## src/rtl/prbs_chk_pkg.sv

```systemverilog
package prbs_chk_pkg;

   // Status word presented at the top-level port, MSB first.
   typedef struct packed {
      logic err;    // sticky error present
      logic good;   // receiving and no error seen
      logic rx;     // at least one matching word after seeding
   } chk_status_t;

   localparam int unsigned BCD_W = 4;

endpackage

```

## src/rtl/bcd_digit.sv

```systemverilog
// One decade of the decimal tally.
module bcd_digit
   import prbs_chk_pkg::*;
(
   input  logic             clk_i,
   input  logic             rst_i,
   input  logic             inc_i,
   output logic [BCD_W-1:0] val_o,
   output logic             carry_o
);

   logic [BCD_W-1:0] val_q;

   always_ff @(posedge clk_i) begin
      if (rst_i) begin
         val_q <= '0;
      end else if (inc_i) begin
         val_q <= (val_q == BCD_W'(9)) ? '0 : val_q + BCD_W'(1);
      end
   end

   assign val_o   = val_q;
   assign carry_o = inc_i && (val_q == BCD_W'(9));

   assert_digit_range_R6: assert property (@(posedge clk_i) disable iff (rst_i)
      val_q <= BCD_W'(9));

endmodule

```

## src/rtl/bcd_counter.sv

```systemverilog
// Chain of decades; the tally wraps from all nines to zero.
module bcd_counter
   import prbs_chk_pkg::*;
#(
   parameter int unsigned DIGITS = 2
) (
   input  logic                    clk_i,
   input  logic                    rst_i,
   input  logic                    inc_i,
   output logic [DIGITS*BCD_W-1:0] count_o
);

   logic [DIGITS:0] carry;

   assign carry[0] = inc_i;

   for (genvar d = 0; d < int'(DIGITS); d++) begin : g_dec
      bcd_digit u_dig (
         .clk_i  (clk_i),
         .rst_i  (rst_i),
         .inc_i  (carry[d]),
         .val_o  (count_o[d*BCD_W +: BCD_W]),
         .carry_o(carry[d+1])
      );
   end

   // a carry out of the top decade means the tally returns to zero.
   assert_wrap_to_zero_R7: assert property (@(posedge clk_i) disable iff (rst_i)
      carry[DIGITS] |=> (count_o == '0));

   // a single error step never skips past a value.
   assert_single_step_R5: assert property (@(posedge clk_i) disable iff (rst_i)
      (inc_i && !carry[DIGITS]) |=> (count_o != $past(count_o)));

endmodule

```

## config.mk

```make
export PLATFORM = sky130hd
export DESIGN_NAME = bcd_counter
export DESIGN_NICKNAME = d
export VERILOG_FILES = /design/src/rtl/prbs_chk_pkg.sv /design/src/rtl/bcd_digit.sv /design/src/rtl/bcd_counter.sv
export SDC_FILE = /design/constraint.sdc
export NUM_CORES = 1
export LEC_CHECK = 0
export BUFFER_PORTS_ARGS = -buffer_cell sky130_fd_sc_hd__buf_2
export CORE_AREA = 2 2 39 41
export DETAILED_ROUTE_END_ITERATION = 10
export DIE_AREA = 0 0 41 43
export SYNTH_ARGS = -nofsm -noshare
export SYNTH_HDL_FRONTEND = slang
export SYNTH_SLANG_ARGS = --single-unit
```

## constraint.sdc

```tcl
create_clock -name clk_i -period 1.75 [get_ports clk_i]
set_clock_uncertainty 0.05 [all_clocks]
set_input_delay 0 -clock clk_i [delete_from_list [all_inputs] [get_ports clk_i]]
set_output_delay 0 -clock clk_i [all_outputs]
set_load 0.005 [all_outputs]
```

==> impl_metrics.env <==
export IMPL_outcome="finished clean"
export IMPL_finalWeightedCongestion=0.7440
export IMPL_synthCells=44
export IMPL_drive_above_1_share_pct=27.12
export IMPL_rsz0062_at_grt="false"
export IMPL_insertion_delay_ns=0.26
export IMPL_ios=11
export IMPL_critical_path_class="register to register"
export IMPL_die_area_sq_um=1763
export IMPL_grt_max_degree=12
export IMPL_die_height_um=43
export IMPL_drc=0
export IMPL_clock_fmax_mhz=742.8
export IMPL_grt_overflow_total=0
export IMPL_cts_root_buf="clkbuf_4"
export IMPL_cp_slowest_cell="or4_1"
export IMPL_worst_hold_slack_ns=0.4711
export IMPL_drv_cap=0
export IMPL_worst_path_buf_inv=0
export IMPL_p_per_area_nw_per_um2=706.7
export IMPL_cts_sinks=8
export IMPL_start_util_pct=29.93
export IMPL_slew_limit_headroom_pct=82.03
export IMPL_clockBufferDepth=2
export IMPL_tightest_slew_ns=0.2692
export IMPL_path_delay_family="simple AND/OR/NAND/NOR gates"
export IMPL_wire_per_inst_um=11.75
export IMPL_period_minus_slack_ns=1.346
export IMPL_placedInstanceArea_sq_um=479.2
export IMPL_via_count=388
export IMPL_track_usage_pct=11.90
export IMPL_p_leak_nw=0.1882
export IMPL_total_power_w=0.0003758
export IMPL_maxSlewViolCount=0
export IMPL_syn_cell_area_sq_um=414.1
export IMPL_syn_avg_cell_area_sq_um=9.412
export IMPL_setup_viol=0
export IMPL_ys_seq_elements=8
export IMPL_place_hpwl_um=616.1
export IMPL_post_route_cell_area_sq_um=531.8
export IMPL_postRouteAntennaNets=0
export IMPL_hold_viol_final=0
export IMPL_wl_um=881
export IMPL_ys_seq_area_share_pct=38.67
export IMPL_end_kind="register"
export IMPL_dr_pass1_iters=2
export IMPL_slowest_delay_ns=0.51
export IMPL_fillers=155
export IMPL_grt_pass1_vias=315
export IMPL_path_clk_slew_ns=0.06
export IMPL_syn_nets=47
export IMPL_cts_made_buffers=3
export IMPL_irDropWorstVdd_uv=337.7
export IMPL_post_route_period_util_pct=76.93
export IMPL_drt_iter0_markers=5
export IMPL_largest_reg_flops=8
export IMPL_die_w_um=41
export IMPL_nets=64
export IMPL_syn_to_final_growth_pct=28.40
export IMPL_yosysWarningCount=0
export IMPL_core_sq_um=1384
export IMPL_cp_start_kind="register"
export IMPL_path_cells="nand2_1, or4_1, a21oi_1"
export IMPL_grt_first_pass_wirelength_um=1338
export IMPL_rows=14
export IMPL_required_ns=1.90
export IMPL_ys_types=23
export IMPL_tns_ns=0
export IMPL_cts_tree="yes"
export IMPL_path_max_fanout=8
export IMPL_via_per_inst=5.173
export IMPL_htreeDepth=1
export IMPL_hp_class="register to register"
export IMPL_port_buffers=10
export IMPL_cp_data_arrival_time_ns=1.49
export IMPL_antenna_found_initial=0
export IMPL_antenna_cells=0
==> repair_timing <==
item / 4_1_cts / 5_1_grt
setup endpoints to repair: 0 / 0
endpoints found under the hold margin: 6 / 0
setup buffers: 0 / 0
gates resized for setup: 0 / 0
hold buffers: 3 / 0
==> synthesized netlist by cell type <==
| library cell | n | share of area [%] |
|---|---|---|
| dfxtp_1 | 8 | 39 |
| a21oi_1 | 5 | 6.0 |
| inv_1 | 3 | 2.7 |
| o31ai_1 | 3 | 5.4 |
| nand2_1 | 2 | 1.8 |
| nand2b_1 | 2 | 3.0 |
| nor2_1 | 2 | 1.8 |
| nor4bb_1 | 2 | 4.8 |
| o21ai_0 | 2 | 2.4 |
| or4_1 | 2 | 3.6 |
| a31oi_1 | 1 | 1.5 |
| and2_1 | 1 | 1.5 |
| and4bb_2 | 1 | 3.0 |
| buf_2 | 1 | 1.2 |
| mux2_2 | 1 | 2.7 |
| nand3_1 | 1 | 1.2 |
| nand3b_1 | 1 | 1.8 |
| nand4bb_4 | 1 | 6.6 |
| nor2b_1 | 1 | 1.5 |
| o2111ai_1 | 1 | 2.1 |
| o32ai_1 | 1 | 2.1 |
| xnor2_1 | 1 | 2.1 |
| xor2_1 | 1 | 2.1 |
==> power breakdown <==
group	internal, W	switching (W)	leakage [nW]	total (W)
registers	0.000187	0.00000690	0.0648	0.000194
clock network	0.0000789	0.0000687	0.0138	0.000148
logic	0.0000193	0.0000153	0.110	0.0000346
total	0.000285	0.0000909	0.188	0.000376
==> metal layers <==
layer | GRT usage, % | part of all wire (%) | vias up
met5 | 0 | 0 | -
met4 | 12.00 | 2.8 | 0
met3 | 4.712 | 4.4 | 4
met2 | 15.31 | 47 | 8
met1 | 13.68 | 45 | 176
li1 | - | - | 200
==> logic make-up after synthesis <==
group / count (synthesis) / share of synthesized area (%)
AND/OR/NAND/NOR: 16 / 30.82
AO/OA/AOI/OAI: 13 / 19.64
flip-flops: 8 / 38.67
buffers and inverters: 4 / 3.926
XOR/XNOR: 2 / 4.230
multiplexers: 1 / 2.719
==> final timing paths <==
path | from | to | slack, ns | cells after the start
worst min register to register | g_dec[1].u_dig.val_o[3] | g_dec[1].u_dig.val_o[3] | 0.47 | 2
worst max-delay path | g_dec[0].u_dig.val_o[0] | g_dec[1].u_dig.val_o[2] | 0.40 | 3
worst max register to register | g_dec[0].u_dig.val_o[0] | g_dec[1].u_dig.val_o[2] | 0.40 | 3
worst min-delay path | g_dec[1].u_dig.val_o[3] | g_dec[1].u_dig.val_o[3] | 0.47 | 2
==> tightest hold or removal path, delay by kind of cell (launching register included) <==
family	cells	cell delay, ns
flops	1	0.34
compound gates	2	0.14
==> stage by stage <==
| step | setup WS [ns] | std cells | util (%) |
|---|---|---|---|
| 2_1_floorplan | 0.5009 | 44 | - |
| 3_3_place_gp | 0.4426 | 69 | 34.63 |
| 3_5_place_dp | 0.4134 | 69 | 34.63 |
| 4_1_cts | 0.3906 | 75 | 38.43 |
| 5_1_grt | 0.3425 | 75 | 38.43 |
| 6_report | 0.4037 | 75 | 38.43 |
==> layout by cell type, fill, tap and decap left out, drive strengths merged <==
master / count
nor2b: 1
o2111ai: 1
o31ai: 3
nand3b: 1
o32ai: 1
buf: 10
nor2: 2
dlygate4sd3: 3
nor4bb: 2
o21ai: 2
xor2: 1
and4bb: 1
nand4bb: 1
a21oi: 5
inv: 3
mux2: 1
nand2b: 2
nand2: 2
or4: 2
nand3: 1
xnor2: 1
clkbuf: 3
a31oi: 1
and2: 1
dfxtp: 8
==> layout make-up <==
| type | count | area [sq um] | area share, % |
|---|---|---|---|
| Inverter | 3 | 11.26 | 2.118 |
| Timing Repair Buffer | 13 | 80.08 | 15.06 |
| Sequential cell | 8 | 160.2 | 30.12 |
| Clock buffer | 3 | 22.52 | 4.235 |
| Multi-Input combinational cell | 32 | 237.7 | 44.71 |
| Tap cell | 16 | 20.02 | 3.765 |
Power figures use the tool's default switching activity.
